===== src/rtl/ssp_pkg.sv =====
package ssp_pkg;

    typedef enum logic [1:0] {
        ST_IDLE = 2'd0,
        ST_LOW  = 2'd1,
        ST_HIGH = 2'd2,
        ST_TAIL = 2'd3
    } ssp_state_t;

    // register addresses
    localparam logic [1:0] A_DATA = 2'd0;
    localparam logic [1:0] A_CTRL = 2'd1;
    localparam logic [1:0] A_BAUD = 2'd2;
    localparam logic [1:0] A_STAT = 2'd3;

    // status bit positions
    localparam int SB_TX   = 0;
    localparam int SB_RX   = 1;
    localparam int SB_OV   = 2;
    localparam int SB_BUSY = 3;

endpackage


===== src/rtl/ssp_rate.sv =====
// Maps the baud register value to low- and high-phase lengths in cycles.
module ssp_rate #(
    parameter int             BW        = 16,
    parameter logic [BW-1:0]  FAST6_MIN = 16'h8002,
    parameter logic [BW-1:0]  FAST4_VAL = 16'h8001,
    parameter int             LO6       = 4,
    parameter int             HI6       = 2,
    parameter int             LO4       = 2,
    parameter int             HI4       = 2
) (
    input  logic [BW-1:0] baud,
    output logic [BW-1:0] lo_len,
    output logic [BW-1:0] hi_len
);

    logic [BW-1:0] sym_len;

    // symmetric clock: both phases are the low bits plus one
    assign sym_len = {1'b0, baud[BW-2:0]} + BW'(1);

    always_comb begin
        if (baud >= FAST6_MIN) begin
            lo_len = BW'(LO6);
            hi_len = BW'(HI6);
        end else if (baud == FAST4_VAL) begin
            lo_len = BW'(LO4);
            hi_len = BW'(HI4);
        end else begin
            lo_len = sym_len;
            hi_len = sym_len;
        end
    end

endmodule


===== src/rtl/ssp_regs.sv =====
// Register port: baud storage, start decode, sticky flags, read mux.
module ssp_regs
    import ssp_pkg::*;
#(
    parameter int DW = 8,
    parameter int BW = 16
) (
    input  logic          clk,
    input  logic          rst_n,
    input  logic          wr_en,
    input  logic [1:0]    wr_addr,
    input  logic [BW-1:0] wr_data,
    input  logic          rd_en,
    input  logic [1:0]    rd_addr,
    input  logic          busy,
    input  logic          fin_tx,
    input  logic          fin_rx,
    input  logic [DW-1:0] rx_byte,
    output logic [BW-1:0] rd_data,
    output logic [BW-1:0] baud_q,
    output logic          start_tx,
    output logic          start_rx,
    output logic          tx_flag,
    output logic          rx_flag,
    output logic          ov_flag
);

    logic wr_dat_sel;
    logic ov_set;
    logic stat_clr;

    assign wr_dat_sel = wr_en && (wr_addr == A_DATA);
    assign start_tx   = wr_dat_sel && !busy;
    assign start_rx   = wr_en && (wr_addr == A_CTRL) && wr_data[0] && !busy;
    assign ov_set     = wr_dat_sel && busy;
    assign stat_clr   = rd_en && (rd_addr == A_STAT);

    always_ff @(posedge clk or negedge rst_n) begin
        if (!rst_n) begin
            baud_q <= '0;
        end else if (wr_en && (wr_addr == A_BAUD)) begin
            baud_q <= wr_data;
        end
    end

    // sticky flags: a set on the same edge wins over a clear
    always_ff @(posedge clk or negedge rst_n) begin
        if (!rst_n) begin
            tx_flag <= 1'b0;
            rx_flag <= 1'b0;
            ov_flag <= 1'b0;
        end else begin
            tx_flag <= fin_tx || (tx_flag && !stat_clr);
            rx_flag <= fin_rx || (rx_flag && !stat_clr);
            ov_flag <= ov_set || (ov_flag && !stat_clr);
        end
    end

    always_comb begin
        rd_data = '0;
        if (rd_en) begin
            unique case (rd_addr)
                A_DATA: rd_data = {{(BW-DW){1'b0}}, rx_byte};
                A_CTRL: rd_data = '0;
                A_BAUD: rd_data = baud_q;
                A_STAT: begin
                    rd_data[SB_TX]   = tx_flag;
                    rd_data[SB_RX]   = rx_flag;
                    rd_data[SB_OV]   = ov_flag;
                    rd_data[SB_BUSY] = busy;
                end
                default: rd_data = '0;
            endcase
        end
    end

endmodule


===== src/rtl/ssp_engine.sv =====
// Transfer controller: phase timing, bit counting, shifting, line drive.
module ssp_engine
    import ssp_pkg::*;
#(
    parameter int DW = 8,
    parameter int CW = 16
) (
    input  logic          clk,
    input  logic          rst_n,
    input  logic          start_tx,
    input  logic          start_rx,
    input  logic [DW-1:0] tx_byte,
    input  logic [CW-1:0] lo_len,
    input  logic [CW-1:0] hi_len,
    input  logic          ser_in,
    output logic          sclk,
    output logic          sdat,
    output logic          sdat_oe,
    output logic          busy,
    output logic          rx_active,
    output logic          fin_tx,
    output logic          fin_rx,
    output logic [DW-1:0] rx_byte
);

    localparam int BCW = $clog2(DW + 1);

    ssp_state_t     st_q, st_d;
    logic [CW-1:0]  ph_q;
    logic [CW-1:0]  lo_q, hi_q;
    logic [BCW-1:0] bits_q;
    logic [DW-1:0]  sh_q;
    logic           rx_q;
    logic           sclk_q, oe_q, dat_q;
    logic [DW-1:0]  rxb_q;
    logic           ph_end;
    logic           last_bit;
    logic           rise_now;
    logic [DW-1:0]  sh_next;

    assign ph_end   = (ph_q == '0);
    assign last_bit = (bits_q == BCW'(DW - 1));
    assign rise_now = (st_q == ST_LOW) && ph_end;
    assign sh_next  = {ser_in, sh_q[DW-1:1]};

    // next-state logic
    always_comb begin
        st_d = st_q;
        unique case (st_q)
            ST_IDLE: if (start_tx || start_rx) st_d = ST_LOW;
            ST_LOW:  if (ph_end) st_d = last_bit ? ST_TAIL : ST_HIGH;
            ST_HIGH: if (ph_end) st_d = ST_LOW;
            ST_TAIL: st_d = ST_IDLE;
            default: st_d = ST_IDLE;
        endcase
    end

    // state register
    always_ff @(posedge clk or negedge rst_n) begin
        if (!rst_n) st_q <= ST_IDLE;
        else        st_q <= st_d;
    end

    // datapath: phase counter, bit counter, shift register
    always_ff @(posedge clk or negedge rst_n) begin
        if (!rst_n) begin
            ph_q   <= '0;
            lo_q   <= '0;
            hi_q   <= '0;
            bits_q <= '0;
            sh_q   <= '0;
            rx_q   <= 1'b0;
            rxb_q  <= '0;
        end else begin
            unique case (st_q)
                ST_IDLE: begin
                    if (start_tx || start_rx) begin
                        lo_q   <= lo_len;
                        hi_q   <= hi_len;
                        ph_q   <= lo_len - CW'(1);
                        bits_q <= '0;
                        rx_q   <= !start_tx;
                        sh_q   <= start_tx ? tx_byte : '0;
                    end
                end
                ST_LOW: begin
                    if (ph_end) begin
                        sh_q   <= sh_next;
                        bits_q <= bits_q + BCW'(1);
                        ph_q   <= hi_q - CW'(1);
                        if (last_bit && rx_q) rxb_q <= sh_next;
                    end else begin
                        ph_q <= ph_q - CW'(1);
                    end
                end
                ST_HIGH: begin
                    if (ph_end) ph_q <= lo_q - CW'(1);
                    else        ph_q <= ph_q - CW'(1);
                end
                ST_TAIL: ph_q <= '0;
                default: ph_q <= '0;
            endcase
        end
    end

    // registered line outputs
    always_ff @(posedge clk or negedge rst_n) begin
        if (!rst_n) begin
            sclk_q <= 1'b1;
            oe_q   <= 1'b0;
            dat_q  <= 1'b0;
        end else begin
            sclk_q <= (st_d != ST_LOW);
            unique case (st_q)
                ST_IDLE: begin
                    if (start_tx) begin
                        oe_q  <= 1'b1;
                        dat_q <= tx_byte[0];
                    end
                end
                ST_HIGH: if (!rx_q) dat_q <= sh_q[0];
                ST_TAIL: oe_q <= 1'b0;
                default: ;
            endcase
        end
    end

    assign sclk      = sclk_q;
    assign sdat      = dat_q;
    assign sdat_oe   = oe_q;
    assign busy      = (st_q != ST_IDLE);
    assign rx_active = busy && rx_q;
    assign fin_tx    = rise_now && last_bit && !rx_q;
    assign fin_rx    = rise_now && last_bit && rx_q;
    assign rx_byte   = rxb_q;

endmodule


===== src/rtl/sync_shift_port.sv =====
module sync_shift_port #(
    parameter int DW = 8,
    parameter int BW = 16
) (
    input  logic          clk,
    input  logic          rst_n,
    input  logic          wr_en,
    input  logic [1:0]    wr_addr,
    input  logic [BW-1:0] wr_data,
    input  logic          rd_en,
    input  logic [1:0]    rd_addr,
    output logic [BW-1:0] rd_data,
    output logic          ser_clk,
    output logic          ser_dat,
    output logic          ser_dat_oe,
    input  logic          ser_dat_in,
    output logic          tx_done,
    output logic          rx_done,
    output logic          overrun
);

    logic [BW-1:0] baud_q;
    logic [BW-1:0] lo_len, hi_len;
    logic          start_tx, start_rx;
    logic          eng_busy, eng_rx;
    logic          fin_tx, fin_rx;
    logic [DW-1:0] rx_byte;

    ssp_regs #(.DW(DW), .BW(BW)) u_regs (
        .clk      (clk),
        .rst_n    (rst_n),
        .wr_en    (wr_en),
        .wr_addr  (wr_addr),
        .wr_data  (wr_data),
        .rd_en    (rd_en),
        .rd_addr  (rd_addr),
        .busy     (eng_busy),
        .fin_tx   (fin_tx),
        .fin_rx   (fin_rx),
        .rx_byte  (rx_byte),
        .rd_data  (rd_data),
        .baud_q   (baud_q),
        .start_tx (start_tx),
        .start_rx (start_rx),
        .tx_flag  (tx_done),
        .rx_flag  (rx_done),
        .ov_flag  (overrun)
    );

    ssp_rate #(.BW(BW)) u_rate (
        .baud   (baud_q),
        .lo_len (lo_len),
        .hi_len (hi_len)
    );

    ssp_engine #(.DW(DW), .CW(BW)) u_eng (
        .clk       (clk),
        .rst_n     (rst_n),
        .start_tx  (start_tx),
        .start_rx  (start_rx),
        .tx_byte   (wr_data[DW-1:0]),
        .lo_len    (lo_len),
        .hi_len    (hi_len),
        .ser_in    (ser_dat_in),
        .sclk      (ser_clk),
        .sdat      (ser_dat),
        .sdat_oe   (ser_dat_oe),
        .busy      (eng_busy),
        .rx_active (eng_rx),
        .fin_tx    (fin_tx),
        .fin_rx    (fin_rx),
        .rx_byte   (rx_byte)
    );

endmodule


===== config.mk =====
export PLATFORM = sky130hd
export DESIGN_NAME = sync_shift_port
export DESIGN_NICKNAME = d
export VERILOG_FILES = /design/src/rtl/ssp_pkg.sv /design/src/rtl/ssp_rate.sv /design/src/rtl/ssp_regs.sv /design/src/rtl/ssp_engine.sv /design/src/rtl/sync_shift_port.sv
export SDC_FILE = /design/constraint.sdc
export NUM_CORES = 1
export LEC_CHECK = 0
export BUFFER_PORTS_ARGS = -buffer_cell sky130_fd_sc_hd__clkbuf_2
export CAP_MARGIN = 10
export CORE_MARGIN = 4
export CORE_UTILIZATION = 40
export DETAILED_ROUTE_END_ITERATION = 10
export GPL_TIMING_DRIVEN = 0
export PLACE_DENSITY = 0.58
export SLEW_MARGIN = 40
export SYNTH_ARGS = -nofsm -noshare
export SYNTH_HDL_FRONTEND = slang
export SYNTH_HIERARCHICAL = 1
export SYNTH_SLANG_ARGS = --single-unit

===== constraint.sdc =====
create_clock -name clk -period 6.8 [get_ports clk]
set_input_delay 0.34 -clock clk [delete_from_list [all_inputs] [get_ports clk]]
set_output_delay 0.34 -clock clk [all_outputs]
set_load 0.02 [all_outputs]

# After elaboration in Yosys (flattened, before gate mapping)
# Index checks and enable logic that the tools add are counted.
[op_classes] addsub=6 order_cmp=1 eq_ne=15 n_mux=27 n_reduce_logical=37
[ops] cell="$mux W16" count=7
[ops] cell="$pmux W16 S4" count=1
[ops] cell="$sub A16 B1 Y16 const B" count=4
[ops] cell="$mux W8" count=3
[ops] cell="$pmux W12 S2" count=1
[ops] cell="$add A15 B1 Y16 const B" count=1
[ops] cell="$eq A16 B16 Y1 const B" count=1
[ops] cell="$ge A16 B16 Y1 const B" count=1
[ops] cell="$logic_and A1 B1 Y1" count=16
[ops] cell="$logic_not A16 Y1" count=1
[ops] cell="$pmux W4 S4" count=1
[ops] cell="$pmux W8 S2" count=1
[ops] cell="$eq A2 B2 Y1 const B" count=5
[ops] cell="$reduce_and A3 Y1" count=3
[ops] cell="$mux W4" count=2
[ops] cell="$ne A2 B1 Y1 const B" count=4
[ops] cell="$pmux W2 S4" count=1
[ops] cell="$pmux W4 S2" count=1
[ops] cell="$reduce_bool A2 Y1" count=4
[ops] cell="$eq A2 B1 Y1 const B" count=3
[ops] cell="$logic_not A2 Y1" count=3
[ops] cell="$mux W2" count=3
[ops] cell="$add A4 B1 Y4 const B" count=1
[ops] cell="$eq A4 B3 Y1 const B" count=1
[ops] cell="other kinds (6)" count=17
[word_totals] reg_bits=93 out_inout_bits=22

# Logic depth before layout (Yosys ltp)
[depth] ltp_word=8 mapped_depth=16 mapped_depth_nobuf=14

# Hierarchy
# The synthesis kept the hierarchy.
[modules_own_cells] module="ssp_engine" n_inst=1 cells_each=527 area_each_um2=4398.0
[modules_own_cells] module="ssp_regs" n_inst=1 cells_each=77 area_each_um2=1046.0
[modules_own_cells] module="ssp_rate" n_inst=1 cells_each=82 area_each_um2=569.3

# Worst setup path before layout
# No wires, ideal clock.
[synth_timing] kind="register to register" from="register u_regs.baud_q[0]" to="register u_eng.ph_q[15]" arrival_ns=2.842 path_slack_ns=3.819 stages_incl_launch_ff=12 period_less_slack_ns=2.981 path_cell_list="dfrtp_1 inv_1 ha_1 nor4_1 nand4_1 a21o_1 nor4_2 nand4_1 nor3_1 xnor2_1 a21oi_1 or4_1"
[synth_between] elab_chain_len=6 elab_cells_between_ends=8 classes_between="add/sub (2); order compare (1); eq/ne (1); mux (4)"
[synth_rtl] element="start, declared" line="ssp_regs.sv:20" rtl="output logic [BW-1:0] baud_q,"
[synth_rtl] element="start signal, assigned" line="ssp_regs.sv:42" rtl="baud_q <= wr_data;"
[synth_rtl] element="$add A15 B1 Y16 / $eq A16 B16 Y1 (equally long branches)" line="ssp_rate.sv:19, ssp_rate.sv:25"
[synth_rtl] element="$mux W16" line="ssp_rate.sv:25" rtl="end else if (baud == FAST4_VAL) begin"
[synth_rtl] element="$mux W16 *" line="ssp_rate.sv:22" rtl="if (baud >= FAST6_MIN) begin"
[synth_rtl] element="named net lo_len[2]" line="sync_shift_port.sv:23" rtl="logic [BW-1:0] lo_len, hi_len;"
[synth_rtl] element="$sub A16 B1 Y16 *" line="ssp_engine.sv:80" rtl="ph_q <= lo_len - CW'(1);"
[synth_rtl] element="$mux W16 *" line="ssp_engine.sv:77" rtl="if (start_tx || start_rx) begin"
[synth_rtl] element="$pmux W16 S4 *" line="ssp_engine.sv:75" rtl="unique case (st_q)"
[synth_rtl] element="end signal, assigned" line="ssp_engine.sv:80"
[synth_rtl] element="end signal, assigned" line="ssp_engine.sv:90" rtl="ph_q <= hi_q - CW'(1);"
[synth_rtl] element="end signal, assigned" line="ssp_engine.sv:93" rtl="ph_q <= ph_q - CW'(1);"
[synth_rtl] element="end, declared" line="ssp_engine.sv:29" rtl="logic [CW-1:0] ph_q;"
# The timed path passes the listed nets; every way through them passes the cells marked *. The select of a mux whose other input is x is not followed.
# A chain may end at the register's enable or synchronous reset.

# Worst setup path after layout
# Ends and elaborated chain as after synthesis.

==> run metrics <==
final setup skew=roughly 0.0072 ns; number of inserted filler cells in the final layout=1,454; worst setup path class=flip-flop to flip-flop; dpl hpwl=around 13,000 um; Total Neg Setup Slack=0 ns; DIE HEIGHT=approximately 130 um; result of the run=finished, final reports clean; internal reg-to-reg setup slack=~3.1 ns; Routed Antenna Nets=0; vias=5,228; GRT Total Usage=20.3%; Worst-Margin Slew=between 0.7 and 0.8 ns; number of hold-slack violations in the final timing report=0; initial antenna violation count=0; overall power consumption=1.43 mW; synthesized area divided by synthesized cell count=around 8.8 sq um; setup violation total in the final timing report=0; Max VDD drop=0.000147 V; wire length of the first global-routing pass=27,000 um; clock root buffer master=clkbuf_16; Period Utilization, post-route=54.1%; CTS H-Tree Depth=3; DRC=0; data arrival time of the critical path=3.91 ns; stage delay of the slowest cell on the critical path=approximately 0.62 ns; overall overflow remaining after global route=0; relative slew slack=49.8%; routability congestion estimate from global placement=0.919; placeable core region=14,600 sq um; clk slew on worst S/H paths=0.07 ns; latest clock arrival within the worst-skew pair=between 0.3 and 0.4 ns; Period minus WS final=about 3.7 ns; number of input and output port buffers inserted=between 40 and 50; share of post-route cells with drive strength above 1=16.7%; static leakage=around 3.2 nW; total power density per cell area=210 nW/um^2; Critical Path Slowest Stage Cell=nor4_2; area of the mapped netlist=6010 sq um; crit end category=flip-flop; setup repair after global routing missed its margin=no; maximum number of pins on one net before global-route repair=66; post-layout utilization of the core=46.5%; Die Span X=131 um; number of instances in the synthesized netlist=685; Routed WL per cell=18.1 um; maximum buffer depth of the clock tree=2; kind of start point of the critical path=flip-flop; diode count=0; initial core utilization=approximately two fifths; top achievable clock speed=272 MHz; number of resized instances in the post-cts repair step=0; die area=17,000 sq um; number of buffers created by CTS=9; Post-CTS Setup Repair Bufs=0; number of global-route vias before repair=5,048; Max Cap Viol=0; synth-to-layout area growth=13.3%; yosys warns=6; Max Transition Viols Final=0; number of vias per cell=around 5.6; Most common cell on crit path=nand4_1; number of DRC markers in iteration 0=461; synthesized netlist net count=719; TritonCTS clock tree=done; drt total wl=between 15,000 and 20,000 um; data required time at the worst endpoint=7.03 ns; number of rows created at floorplan=44; CP max FO=7; worst hold path class=primary input to flip-flop; Pre-antenna DRT Iters=5; I/O pin count=47; clock sink count=93; worst-path cell chain=inv_1 > ha_1 > nor4_1 > nand4_1 > a21o_1 > nor4_2 > nand4_1 > nor3_1 > xnor2_1 > a21oi_1 > or4_1; number of nets in the final layout=778
[stage by stage]
step	area (sq um)	hold WS, ns	cells	worst slack, ns
floorplan	6010	0.0444	685	3.82
global placement	6470	0.465	915	3.34
detailed placement	6510	0.253	916	3.20
CTS	6810	0.203	933	3.19
global route	6810	0.199	933	2.87
finish	6810	0.216	933	3.12
[sequential cells by signal, indices dropped and copies added, names as in the netlist, 2 cells and up]
register,count
u_eng/st_q,2
u_eng/bits_q,4
u_eng/sh_q,8
u_regs/baud_q,16
u_eng/rx_byte,8
u_eng/lo_q,16
u_eng/ph_q,16
u_eng/hi_q,16
[worst max-delay path, delay by kind of cell, from the launching register on]
kind | cells | cell delay [ns]
AO/OA/AOI/OAI | 2 | 0.43
adder cells (fa/ha/maj) | 1 | 0.20
buffers and inverters | 1 | 0.07
XOR/XNOR | 1 | 0.19
flip-flops | 1 | 0.48
AND/OR/NAND/NOR | 6 | 2.18
[placed cells by master, fill, tap and decap left out, types with 10 or more instances in the layout]
cell type  count
a21oi_1       26
a31oi_1       12
and2_1        10
buf_4         14
clkbuf_1      19
clkbuf_2      45
dfrtp_1       92
inv_1         11
mux2_2        10
mux2_4        10
nand2_1      141
nand3_1       26
nand4_1       13
nor2_1        62
nor3_1        15
nor4_1        13
o21ai_0       14
o22ai_1       11
xnor2_1       22
xor2_1        35
[layer usage]
| metal | wire length, um | part of all wire (%) | vias up | track usage, % |
|---|---|---|---|---|
| met1 | 7840 | 46 | 2503 | 28.2 |
| met3 | 934 | 5.5 | 30 | 4.11 |
| met5 | 0 | 0 | - | 0 |
| met4 | 438 | 2.6 | 0 | 6.78 |
| met2 | 7700 | 46 | 176 | 31.8 |
| li1 | - | - | 2519 | - |
[power breakdown]
group	switching (mW)	leakage (nW)	internal, mW	total, mW
Combinational	0.160	1.90	0.130	0.289
Clock	0.244	0.139	0.257	0.500
Sequential	0.0549	1.14	0.582	0.637
[repair_timing]
action | CTS | global route
hold endpoints to repair | 28 | 0
endpoints found under the setup margin | 0 | 0
hold buffers | 1 | 0
[layout make-up]
| type | instances | area (sq um) | area share, % |
|---|---|---|---|
| buffer | 41 | 240 | 3.53 |
| clock inverter | 7 | 62.6 | 0.919 |
| multi-input combinational | 538 | 3400 | 49.9 |
| clock buffer | 9 | 225 | 3.31 |
| tap | 184 | 230 | 3.38 |
| sequential | 93 | 2330 | 34.2 |
| timing repair buffer | 48 | 277 | 4.06 |
| inverter | 13 | 48.8 | 0.717 |
[path summary, 6_finish.rpt]
kind / from / to / cells after the start
worst max register to register: u_regs/baud_q[0] / u_eng/ph_q[15] / 11
worst max-delay path: u_regs/baud_q[0] / u_eng/ph_q[15] / 11
worst min register to register: u_eng/rx_byte[6] / u_eng/rx_byte[6] / 1
max in group asynchronous: rst_n / u_eng/sclk / 3
min in group asynchronous: rst_n / u_eng/lo_q[9] / 2
worst min-delay path: wr_data[11] / u_regs/baud_q[11] / 2
Note: power is estimated with default switching activity, not from simulation.
